File: src/rtl/pbus_pkg.sv
package pbus_pkg;

  typedef enum logic [1:0] {
    ST_IDLE    = 2'd0,
    ST_WRITE   = 2'd1,
    ST_READ    = 2'd2,
    ST_INVALID = 2'd3
  } pbusState_t;

  typedef struct packed {
    logic captureIn;
    logic readDone;
    logic driveBus;
  } pbusStrobes_t;

endpackage

File: src/rtl/pbus_sync.sv
module pbus_sync #(
  parameter int WIDTH  = 3,
  parameter int STAGES = 2
) (
  input  logic             clk,
  input  logic             rstN,
  input  logic [WIDTH-1:0] din,
  output logic [WIDTH-1:0] dout
);
  logic [WIDTH-1:0] chain [STAGES];

  for (genvar s = 0; s < STAGES; s++) begin : g_stage
    if (s == 0) begin : g_first
      always_ff @(posedge clk or negedge rstN) begin
        if (!rstN) chain[s] <= '1;
        else       chain[s] <= din;
      end
    end else begin : g_next
      always_ff @(posedge clk or negedge rstN) begin
        if (!rstN) chain[s] <= '1;
        else       chain[s] <= chain[s-1];
      end
    end
  end

  assign dout = chain[STAGES-1];
endmodule

File: src/rtl/pbus_ctrl.sv
module pbus_ctrl
  import pbus_pkg::*;
(
  input  logic         clk,
  input  logic         rstN,
  input  logic         portEnable,
  input  logic         csSyncN,
  input  logic         rdSyncN,
  input  logic         wrSyncN,
  output pbusStrobes_t strobes
);
  pbusState_t state, nextState;

  always_ff @(posedge clk or negedge rstN) begin
    if (!rstN) state <= ST_IDLE;
    else       state <= nextState;
  end

  always_comb begin
    nextState = state;
    strobes   = '0;
    case (state)
      ST_IDLE: begin
        if (portEnable && !csSyncN) begin
          if (!rdSyncN && !wrSyncN) nextState = ST_INVALID;
          else if (!wrSyncN)        nextState = ST_WRITE;
          else if (!rdSyncN)        nextState = ST_READ;
        end
      end
      ST_WRITE: begin
        if (!portEnable) begin
          nextState = ST_IDLE;
        end else if (csSyncN || wrSyncN) begin
          strobes.captureIn = 1'b1;
          nextState         = ST_IDLE;
        end
      end
      ST_READ: begin
        strobes.driveBus = portEnable;
        if (!portEnable) begin
          nextState = ST_IDLE;
        end else if (csSyncN || rdSyncN) begin
          strobes.readDone = 1'b1;
          nextState        = ST_IDLE;
        end
      end
      ST_INVALID: begin
        if (!portEnable || csSyncN || (rdSyncN && wrSyncN)) nextState = ST_IDLE;
      end
      default: nextState = ST_IDLE;
    endcase
  end
endmodule

File: src/rtl/pbus_datapath.sv
module pbus_datapath
  import pbus_pkg::*;
#(
  parameter int DATA_W = 8
) (
  input  logic              clk,
  input  logic              rstN,
  input  pbusStrobes_t      strobes,
  input  logic [DATA_W-1:0] hostDataIn,
  output logic [DATA_W-1:0] hostDataOut,
  output logic              hostDataOe,
  input  logic              localWrEn,
  input  logic [DATA_W-1:0] localWrData,
  input  logic              localRdEn,
  output logic [DATA_W-1:0] localRdData,
  input  logic              irqClr,
  output logic              inFull,
  output logic              outFull,
  output logic              portIrq,
  output logic              overflow
);
  logic [DATA_W-1:0] inLatch, outLatch;

  always_ff @(posedge clk or negedge rstN) begin
    if (!rstN) begin
      inLatch  <= '0;
      inFull   <= 1'b0;
      overflow <= 1'b0;
    end else if (strobes.captureIn) begin
      inLatch <= hostDataIn;
      inFull  <= 1'b1;
      if (inFull) overflow <= 1'b1;
    end else if (localRdEn) begin
      inFull <= 1'b0;
    end
  end

  always_ff @(posedge clk or negedge rstN) begin
    if (!rstN) begin
      outLatch <= '0;
      outFull  <= 1'b0;
    end else if (localWrEn) begin
      outLatch <= localWrData;
      outFull  <= 1'b1;
    end else if (strobes.readDone) begin
      outFull <= 1'b0;
    end
  end

  always_ff @(posedge clk or negedge rstN) begin
    if (!rstN)                                    portIrq <= 1'b0;
    else if (strobes.captureIn || strobes.readDone) portIrq <= 1'b1;
    else if (irqClr)                              portIrq <= 1'b0;
  end

  assign localRdData = inLatch;
  assign hostDataOut = outLatch;
  assign hostDataOe  = strobes.driveBus;
endmodule

File: src/rtl/pbus_slave_port.sv
module pbus_slave_port
  import pbus_pkg::*;
#(
  parameter int DATA_W      = 8,
  parameter int SYNC_STAGES = 2
) (
  input  logic              clk,
  input  logic              rstN,
  input  logic              portEnable,
  input  logic              hostCsN,
  input  logic              hostRdN,
  input  logic              hostWrN,
  input  logic [DATA_W-1:0] hostDataIn,
  output logic [DATA_W-1:0] hostDataOut,
  output logic              hostDataOe,
  input  logic              localWrEn,
  input  logic [DATA_W-1:0] localWrData,
  input  logic              localRdEn,
  output logic [DATA_W-1:0] localRdData,
  input  logic              irqClr,
  output logic              inFull,
  output logic              outFull,
  output logic              portIrq,
  output logic              overflow
);
  localparam int STROBE_N = 3;

  logic [STROBE_N-1:0] rawStrobes, syncStrobes;
  pbusStrobes_t        ctlStrobes;

  assign rawStrobes = {hostCsN, hostRdN, hostWrN};

  pbus_sync #(.WIDTH(STROBE_N), .STAGES(SYNC_STAGES)) uSync (
    .clk (clk),
    .rstN(rstN),
    .din (rawStrobes),
    .dout(syncStrobes)
  );

  pbus_ctrl uCtrl (
    .clk       (clk),
    .rstN      (rstN),
    .portEnable(portEnable),
    .csSyncN   (syncStrobes[2]),
    .rdSyncN   (syncStrobes[1]),
    .wrSyncN   (syncStrobes[0]),
    .strobes   (ctlStrobes)
  );

  pbus_datapath #(.DATA_W(DATA_W)) uData (
    .clk        (clk),
    .rstN       (rstN),
    .strobes    (ctlStrobes),
    .hostDataIn (hostDataIn),
    .hostDataOut(hostDataOut),
    .hostDataOe (hostDataOe),
    .localWrEn  (localWrEn),
    .localWrData(localWrData),
    .localRdEn  (localRdEn),
    .localRdData(localRdData),
    .irqClr     (irqClr),
    .inFull     (inFull),
    .outFull    (outFull),
    .portIrq    (portIrq),
    .overflow   (overflow)
  );
endmodule

File: config.mk
export PLATFORM = sky130hd
export DESIGN_NAME = pbus_slave_port
export DESIGN_NICKNAME = d
export VERILOG_FILES = /design/src/rtl/pbus_pkg.sv /design/src/rtl/pbus_sync.sv /design/src/rtl/pbus_ctrl.sv /design/src/rtl/pbus_datapath.sv /design/src/rtl/pbus_slave_port.sv
export SDC_FILE = /design/constraint.sdc
export NUM_CORES = 1
export LEC_CHECK = 0
export BUFFER_PORTS_ARGS = -buffer_cell sky130_fd_sc_hd__buf_4
export CAP_MARGIN = 30
export CORE_UTILIZATION = 41
export DETAILED_ROUTE_END_ITERATION = 6
export GPL_TIMING_DRIVEN = 0
export PLACE_DENSITY = 0.73
export SETUP_SLACK_MARGIN = 0.02
export SLEW_MARGIN = 25
export SYNTH_ARGS = -nofsm -noshare
export SYNTH_HDL_FRONTEND = slang
export SYNTH_HIERARCHICAL = 1
export SYNTH_SLANG_ARGS = --single-unit
File: constraint.sdc
create_clock -name clk -period 1.5 [get_ports clk]
set_input_delay 0 -clock clk [delete_from_list [all_inputs] [get_ports clk]]
set_output_delay 0 -clock clk [all_outputs]
set_load 0.01 [all_outputs]
==> results of run 1 <==
## final timing paths
path / cells past startpoint / slack, ns / end
max reg2reg: 4 / 0.07 / uData/localRdData[2]
min in group clk: 2 / 0.32 / uSync/chain[5]
min reg2reg: 0 / 0.37 / uSync/dout[1]
max in group asynchronous: 2 / 1.08 / uSync/dout[1]
min: 2 / 0.12 / uData/portIrq
max: 4 / 0.07 / uData/localRdData[2]
## cell families (layout without fill, tap and decap cells)
group,count (synthesis),count (layout),share of synthesized area (%)
AO/OA/AOI/OAI,8,8,6.65
buffers and inverters,11,89,6.54
flip-flops,28,28,64.9
multiplexers,16,16,18.9
AND/OR/NAND/NOR,5,5,2.98
## area by class of cell
type / instances / area (um2)
Tap cell: 30 / 37.5
Timing Repair Buffer: 75 / 636
Sequential cell: 28 / 708
Multi-Input combinational cell: 29 / 312
Fill cell: 178 / 707
Inverter: 5 / 18.8
Clock buffer: 4 / 36.3
Buffer: 5 / 45.0
## worst max-delay path, cell delays in order, from the launching register on
cell and delay, ns:
dfstp_2 0.54, buf_4 0.10, o2111a_1 0.21, buf_6 0.17, mux2_4 0.31
## cell usage after synthesis
cell type	n
a221oi_2	1
a21o_1	1
nor2_1	1
mux2_2	9
buf_6	2
mux2_4	7
a21o_2	2
buf_4	4
o21ai_0	1
and3b_2	1
dfrtp_1	22
inv_1	5
o21a_1	1
nand2b_1	3
o2111a_1	1
a221oi_1	1
dfstp_2	6
## state kept, by name, indices dropped and copies added, names as in the netlist
| register | flops |
|---|---|
| uData/portIrq | 1 |
| uSync/chain | 3 |
| uData/outFull | 1 |
| uData/inFull | 1 |
| uData/localRdData | 8 |
| uSync/dout | 3 |
| uData/overflow | 1 |
| uData/hostDataOut | 8 |
| uCtrl/state | 2 |
## through the flow
stage | setup slack [ns] | power, mW | hold WS, ns
floorplan | 0.102 | 1.11 | -0.296
CTS | 0.0402 | 1.77 | 0.107
finish | 0.0703 | 1.76 | 0.118
detailed placement | 0.0126 | 1.33 | -0.0643
global route | 0.0275 | 1.85 | 0.137
global placement | 0.0296 | 1.32 | -0.0667
## cells in the final DEF, fill, tap and decap left out
cell,instances
o21ai_0,1
buf_6,2
a221oi_1,1
a21o_2,2
o21a_1,1
o2111a_1,1
clkbuf_8,1
nand2b_1,3
buf_4,49
mux2_4,7
and3b_2,1
clkbuf_4,3
dfrtp_1,22
a221oi_2,1
dfstp_2,6
a21o_1,1
nor2_1,1
mux2_2,9
dlygate4sd3_1,29
inv_1,5
## report_power, final
| part | internal (mW) | switching (mW) | total [mW] |
|---|---|---|---|
| registers | 0.862 | 0.0584 | 0.920 |
| logic | 0.316 | 0.161 | 0.477 |
| clock network | 0.148 | 0.212 | 0.361 |
| total | 1.33 | 0.432 | 1.76 |
## metal layers
| layer | up-vias | GRT usage (%) |
|---|---|---|
| met4 | 0 | 7.89 |
| met3 | 2 | 4.52 |
| li1 | 385 | - |
| met5 | - | 0 |
| met2 | 29 | 35.6 |
| met1 | 399 | 23.6 |
## timing repair
item,in CTS,in global routing
resized for setup,0,0
hold buffers,29,0
pin swaps,1,1
buffers inserted,2,0
gates cloned,0,0
endpoints found under the hold margin,52,0
endpoints found under the setup margin,7,7
==> flow_metrics.py, run 1 <==
metrics = {
    "setup_path": {
        "r2r_start": "uSync/dout[2]",
        "end_kind": "register",
        "cp.required_ns": 1.73,
        "startpoint": "uSync/dout[2]",
        "worstSetupPathType": "register to register",
        "cp_max_fo": 8,
        "crit_path_start_kind": "register",
        "arrival_ns": 1.66,
    },
    "global_routing": {
        "antenna_found_initial": 0,
        "grt_max_degree": 29,
        "grt_pass1_vias": 857,
        "grt.overflow.total": 0,
        "grt_usage_pct": 20.2,
        "grt_pass1_wl_um": 3910,
    },
    "clock_network": {
        "clock_latency_ns": 0.32,
        "cts.clk_slew.worst_paths_ns": 0.14,
        "cts_root_buf": "clkbuf_4",
        "htreeDepth": 1,
        "cts-buffers-inserted": 3,
        "clock_sinks": 28,
        "cts_buffer_depth": 2,
        "tritoncts": "done",
    },
    "floorplan": {
        "placementRows": 18,
        "dieArea_um2": 2870,
        "ios": 46,
        "core_um2": 2500,
        "die_w_um": 53.6,
        "die_y_um": 53.6,
        "initial_utilization_pct": 43.6,
    },
    "placed_design": {
        "dp.cells": 142,
        "portBuffers": 44,
        "gp_congestion": 0.709,
        "placed_cell_area_um2": 1460,
        "dp_hpwl_um": 1430,
    },
    "sta": {
        "hold_viol": 0,
        "finalMaxSlewViolations": 0,
        "min_period_over_period_pct": 95.3,
        "setup_viol": 0,
        "fin_skew_ns": 0.00508,
        "grt_setup_unrepaired": "false",
        "max_freq_mhz": 699,
        "period_needed_ns": 1.43,
        "tightest_slew_ns": 0.354,
        "max_slew_margin_pct": 76.4,
        "fin_setup_tns_ns": 0,
    },
    "yosys": {
        "synth_seq_cells": 28,
        "syn_nets": 93,
        "syn_avg_cell_area_um2": 16.0,
        "ys_types": 17,
        "synth_warnings": 6,
        "synth-seq-area-share_pct": 64.9,
        "netlist.area_leader.share_pct": 50.5,
        "synth_area_um2": 1090,
        "yosysTopAreaCell": "dfrtp_1",
        "netlist_instances": 68,
        "synthTopCellsByArea": "dfrtp_1, dfstp_2, mux2_4, mux2_2, buf_4",
    },
    "drt": {
        "vias": 815,
        "drt_iter0_markers": 4,
        "postRouteAntennaNets": 0,
        "routed-wl-met3_um": 118,
        "drt-met1-wl_um": 995,
        "routed.top_layer": "met4",
        "drt-vias-per-instance": 4.63,
        "routedWlPerCell_um": 14.2,
        "drcViolationCount": 0,
        "wirelength_um": 2500,
        "met2_length_um": 1360,
        "drt_first_pass_iters": 2,
    },
    "power_and_ir_drop": {
        "power.leakage_nw": 0.860,
        "power_density_nw_per_um2": 981,
        "vdd_drop_max_mv": 0.734,
    },
    "cells_and_area": {
        "post-route-util_pct": 71.7,
        "insertedDiodeCount": 0,
        "final_cells": 176,
        "drive_gt1_share_pct": 55.5,
        "design_area_um2": 1790,
        "final_nets": 172,
        "syn2layout_area_growth_pct": 64.3,
    },
    "status": {
        "status": "finished, final reports clean",
    },
    "job": {
        "timing.max_cap.violations": 0,
    },
    "hold_path": {
        "hold_class": "input port to asynchronous set/reset pin",
    },
}
(Power assumes the default switching activity.)
==> inputs of run 2 (changes only) <==
CORE_UTILIZATION = 37   (was 41)
PLACE_DENSITY = 0.67   (was 0.73)
==> flow_metrics.py, run 2 (synthesis results as in run 1) <==
metrics = {
    "setup_path": {
        "worstSetupPathType": "register to register",
        "arrival_ns": 1.66,
        "cp.required_ns": 1.72,
        "cpMaxStageDelayCell": "dfstp_2",
        "end_kind": "register",
        "crit_path_start_kind": "register",
        "cp_max_fo": 5,
        "max_stage_delay_ns": 0.54,
        "path_cells": "buf_4, o2111a_2, buf_6, mux2_4",
        "r2r_cells": 4,
    },
    "floorplan": {
        "die_y_um": 56.3,
        "dieArea_um2": 3170,
        "placementRows": 19,
        "initial_utilization_pct": 39.2,
        "core_um2": 2780,
        "die_w_um": 56.3,
        "ios": 46,
    },
    "sta": {
        "hold_viol": 0,
        "max_freq_mhz": 696,
        "max_slew_margin_pct": 77.2,
        "grt_setup_unrepaired": "false",
        "min_period_over_period_pct": 95.7,
        "fin_setup_tns_ns": 0,
        "tightest_slew_ns": 0.342,
        "setup_viol": 0,
        "period_needed_ns": 1.44,
        "finalMaxSlewViolations": 0,
        "fin_skew_ns": 0.00761,
    },
    "global_routing": {
        "grt.overflow.total": 0,
        "grt_max_degree": 29,
        "antenna_found_initial": 0,
        "grt_pass1_vias": 934,
        "grt_pass1_wl_um": 4260,
        "grt_usage_pct": 17.6,
    },
    "power_and_ir_drop": {
        "net-switching-power_mw": 0.420,
        "power.leakage_nw": 0.871,
        "switching_share_pct": 24.5,
        "power_mw": 1.71,
        "vdd_drop_max_mv": 0.704,
        "p_comb_share_pct": 28.6,
        "power_frac_seq_pct": 53.5,
        "p_int_mw": 1.29,
        "p_clk_share_pct": 17.9,
        "power_density_nw_per_um2": 940,
    },
    "placed_design": {
        "gp_congestion": 0.665,
        "dp_hpwl_um": 1470,
        "dp.cells": 143,
        "portBuffers": 44,
    },
    "cells_and_area": {
        "final_cells": 181,
        "fillers": 204,
        "drive_gt1_share_pct": 54.7,
        "insertedDiodeCount": 0,
        "syn2layout_area_growth_pct": 67.1,
        "final_nets": 176,
        "layout_commonest_cell": "buf_4",
        "final_cell_mix": "buf_4, dlygate4sd3_1, dfrtp_1",
    },
    "clock_network": {
        "cts-buffers-inserted": 3,
        "clock_sinks": 28,
        "cts_buffer_depth": 2,
        "htreeDepth": 1,
        "tritoncts": "done",
        "cts_root_buf": "clkbuf_4",
        "cts.clk_slew.worst_paths_ns": 0.14,
        "clock_latency_ns": 0.32,
    },
    "drt": {
        "drt_first_pass_iters": 3,
        "wirelength_um": 2430,
        "postRouteAntennaNets": 0,
        "drt_iter0_markers": 21,
        "vias": 809,
        "drt-vias-per-instance": 4.47,
        "drcViolationCount": 0,
        "routedWlPerCell_um": 13.4,
    },
    "job": {
        "timing.max_cap.violations": 0,
    },
    "status": {
        "status": "finished, final reports clean",
    },
    "hold_path": {
        "hold_class": "input port to asynchronous set/reset pin",
    },
}
run 2: per-layer routing:
layer	vias to the layer above	global-route usage [%]	part of all wire, %
li1	392	-	-
met1	386	22.1	42
met2	29	29.8	52
met3	2	4.61	5.8
met4	0	5.23	0.78
met5	-	0	0
run 2: power by group through the flow:
stage,sequential (mW),clock [mW],combinational [mW]
floorplan,0.969,0,0.139
global placement,0.925,0,0.398
detailed placement,0.930,0,0.404
CTS,0.917,0.320,0.487
global route,0.933,0.356,0.523
finish,0.917,0.308,0.489
run 2: worst paths after layout:
path                            slack (ns)      startpoint                    to
worst min register to register        0.36  uSync/chain[3]         uSync/dout[0]
worst max register to register        0.06   uSync/dout[2]  uData/localRdData[5]
worst max-delay path                  0.06   uSync/dout[2]  uData/localRdData[5]
max in group asynchronous             1.08            rstN         uSync/dout[1]
worst min-delay path                  0.11            rstN  uData/hostDataOut[6]
min in group clk                      0.33         hostWrN        uSync/chain[3]
run 2: layout make-up:
class | count | area [um2] | share of cell area [%]
Buffer | 6 | 52.6 | 2.88
Inverter | 5 | 18.8 | 1.03
Sequential cell | 28 | 708 | 38.8
Multi-Input combinational cell | 29 | 313 | 17.2
Tap cell | 31 | 38.8 | 2.13
Clock buffer | 4 | 26.3 | 1.44
Timing Repair Buffer | 78 | 666 | 36.5
run 2: per-stage QoR:
stage | utilization [%] | cell area, um2 | setup slack (ns) | hold slack [ns]
3_5_place_dp | 52.5 | 1460 | 0.0250 | -0.0670
5_1_grt | 65.5 | 1820 | 0.0279 | 0.121
6_report | 65.5 | 1820 | 0.0639 | 0.106
3_3_place_gp | 52.5 | 1460 | 0.0239 | -0.0666
4_1_cts | 65.5 | 1820 | 0.0203 | 0.101
2_1_floorplan | - | 1090 | 0.102 | -0.296
run 2: what timing repair did:
| item | in CTS | in global routing |
|---|---|---|
| resized for setup | 1 | 1 |
| endpoints found under the hold margin | 52 | 0 |
| pin swaps | 0 | 1 |
| hold buffers | 32 | 0 |
| gates cloned | 1 | 0 |
| setup endpoints to repair | 7 | 2 |
| buffers inserted | 1 | 0 |
run 2: critical path, delay by kind of cell (launching register included):
kind                   cells  cell delay (ns)
muxes                      1             0.30
DFF                        1             0.54
AOI/OAI and AO/OA          1             0.25
buffers and inverters      2             0.26
==> inputs of run 3 (changes only) <==
ABC_AREA = 1   (was default)
PLACE_DENSITY = 0.62   (was 0.67)
clock period = 1.6 ns   (was 1.5 ns; I/O delays follow)
==> flow_metrics.py, run 3 <==
metrics = {
    "setup_path": {
        "startpoint": "uSync/dout[0]",
        "crit_path_start_kind": "register",
        "end_kind": "register",
        "cp_max_fo": 9,
        "arrival_ns": 1.58,
        "r2r_start": "uSync/dout[0]",
        "worstSetupPathType": "register to register",
        "cp.required_ns": 1.83,
    },
    "sta": {
        "setup_viol": 0,
        "hold_viol": 0,
        "grt_setup_unrepaired": "false",
        "max_freq_mhz": 738,
        "tightest_slew_ns": 0.342,
        "hold_slack_ns": 0.0964,
        "min_period_over_period_pct": 84.7,
        "period_needed_ns": 1.35,
        "fin_setup_tns_ns": 0,
        "max_slew_margin_pct": 77.0,
        "finalMaxSlewViolations": 0,
        "fin_skew_ns": 0.0113,
    },
    "global_routing": {
        "grt.overflow.total": 0,
        "grtUsageMet2_pct": 34.2,
        "busiest_layer": "met2",
        "grt_max_degree": 29,
        "grt_pass1_wl_um": 4690,
        "grt_usage_pct": 18.4,
        "met1_usage_pct": 20.2,
        "antenna_found_initial": 0,
        "grt_pass1_vias": 1135,
        "grt_util_met3_pct": 3.13,
    },
    "drt": {
        "drcViolationCount": 1,
        "routedWlPerCell_um": 11.5,
        "drt-vias-per-instance": 4.50,
        "vias": 1080,
        "drt_first_pass_iters": 6,
        "drt_iter0_markers": 14,
        "wirelength_um": 2770,
        "postRouteAntennaNets": 0,
    },
    "floorplan": {
        "placementRows": 19,
        "core_um2": 2850,
        "dieArea_um2": 3330,
        "die_w_um": 57.7,
        "initial_utilization_pct": 40.2,
        "ios": 46,
        "die_y_um": 57.7,
    },
    "hold_path": {
        "min_from": "portEnable",
        "hold_class": "input port to register",
    },
    "yosys": {
        "synthTopCellsByArea": "dfrtp_1, nand2_1, dfstp_2, inv_1, nor2_1",
        "netlist_instances": 130,
        "synth_warnings": 6,
        "yosysTopAreaCell": "dfrtp_1",
        "syn_nets": 155,
        "synth_seq_cells": 28,
        "netlist.area_leader.share_pct": 48.0,
        "syn_avg_cell_area_um2": 8.83,
        "ys_types": 15,
        "async_flop_share_pct": 100,
        "synth-seq-area-share_pct": 61.7,
        "synth_area_um2": 1150,
        "synth.most_common_cell": "nand2_1",
        "ys_top_cells_by_count": "nand2_1, dfrtp_1, inv_1",
        "synth-main-ff-cell": "dfrtp_1",
        "synth-edff-count": 0,
    },
    "clock_network": {
        "tritoncts": "done",
        "htreeDepth": 1,
        "cts_root_buf": "clkbuf_4",
        "cts.clk_slew.worst_paths_ns": 0.14,
        "clock_latency_ns": 0.32,
        "cts_setup_buffers": 0,
        "cts-buffers-inserted": 3,
        "cts_buffer_depth": 2,
        "clock_sinks": 28,
    },
    "placed_design": {
        "portBuffers": 44,
        "dp_hpwl_um": 1710,
        "gp_congestion": 0.835,
    },
    "power_and_ir_drop": {
        "vdd_drop_max_mv": 0.634,
        "power.leakage_nw": 0.992,
        "power_density_nw_per_um2": 1080,
    },
    "cells_and_area": {
        "drive_gt1_share_pct": 32.1,
        "register_area_um2": 708,
        "final_cell_mix": "nand2_1, buf_4, dlygate4sd3_1",
        "syn2layout_area_growth_pct": 62.0,
        "multi_input_area_um2": 345,
        "fillers": 242,
        "final_nets": 235,
        "layout_commonest_cell": "nand2_1",
        "insertedDiodeCount": 0,
    },
    "job": {
        "timing.max_cap.violations": 0,
    },
    "status": {
        "failed_checks": "DRC",
        "status": "finished with violations",
    },
}
run 3: cell types whose count changed in the layout (fill, tap and decap cells not counted), moves of 2 or more:
cell	change
mux2_4	-7
nand3_1	+3
nand2b_1	-3
a21o_2	-2
nand2_1	+62
buf_4	-2
mux2_2	-9
nor2_1	+8
nand2_2	+5
inv_1	+5
run 3: cells by family (layout without fill, tap and decap cells):
group	count (synthesis)	in the layout	synth area share, %
buffers and inverters	18	97	8.72
AND/OR/NAND/NOR	81	81	28.2
AO/OA/AOI/OAI	3	3	1.31
flip-flops	28	28	61.7
run 3: metrics by stage:
stage	setup slack [ns]	instances	total power [mW]	utilization, %	instance area [um2]
3_5_place_dp	0.104	205	1.67	53.2	1520
3_3_place_gp	0.0995	205	1.64	53.2	1520
2_1_floorplan	0.239	130	1.32	-	1150
5_1_grt	0.115	240	2.14	65.2	1860
6_report	0.245	240	2.01	65.2	1860
4_1_cts	0.0879	240	2.02	65.0	1850
run 3: layout make-up:
cell class                 count  area share [%]
buffer                         6            2.83
clock buffer                   4            1.41
inverter                      12            2.56
multi-input combinational     84            18.6
sequential                    28            38.1
tap                           31            2.09
timing repair buffer          75            34.5
run 3: worst max-delay path, stage by stage, from the launching register on:
cell,delay [ns]
dfstp_2,0.54
buf_4,0.11
nor2_1,0.07
nor4_2,0.26
inv_2,0.16
nand2_1,0.10
nand2_1,0.05
run 3: worst paths after layout:
| kind | to | slack [ns] | cells after the start |
|---|---|---|---|
| worst max-delay path | uData/localRdData[5] | 0.25 | 6 |
| worst min-delay path | uData/portIrq | 0.1 | 5 |
| worst max register to register | uData/localRdData[5] | 0.25 | 6 |
| worst min register to register | uSync/dout[2] | 0.37 | 0 |
| max in group asynchronous | uSync/chain[3] | 1.16 | 2 |
| min in group asynchronous | uData/portIrq | 0.12 | 2 |
run 3: per-layer routing:
layer / wire length (um) / part of all wire (%) / up-vias
met5: 0 / 0 / -
met4: 91 / 3.3 / 0
met3: 128 / 4.6 / 8
met2: 1450 / 52 / 31
met1: 1090 / 40 / 498
li1: - / - / 543
run 3: what timing repair did:
item / CTS / global route
endpoints found under the setup margin: 0 / 11
hold endpoints to repair: 50 / 0
hold buffers: 31 / 0
gates resized for setup: 0 / 1
run 3: power breakdown:
group / total, mW / internal, mW / leakage (nW) / switching (mW)
clock network: 0.286 / 0.0973 / 0.0150 / 0.189
logic: 0.732 / 0.378 / 0.647 / 0.353
registers: 0.990 / 0.876 / 0.330 / 0.115
total: 2.01 / 1.35 / 0.992 / 0.657
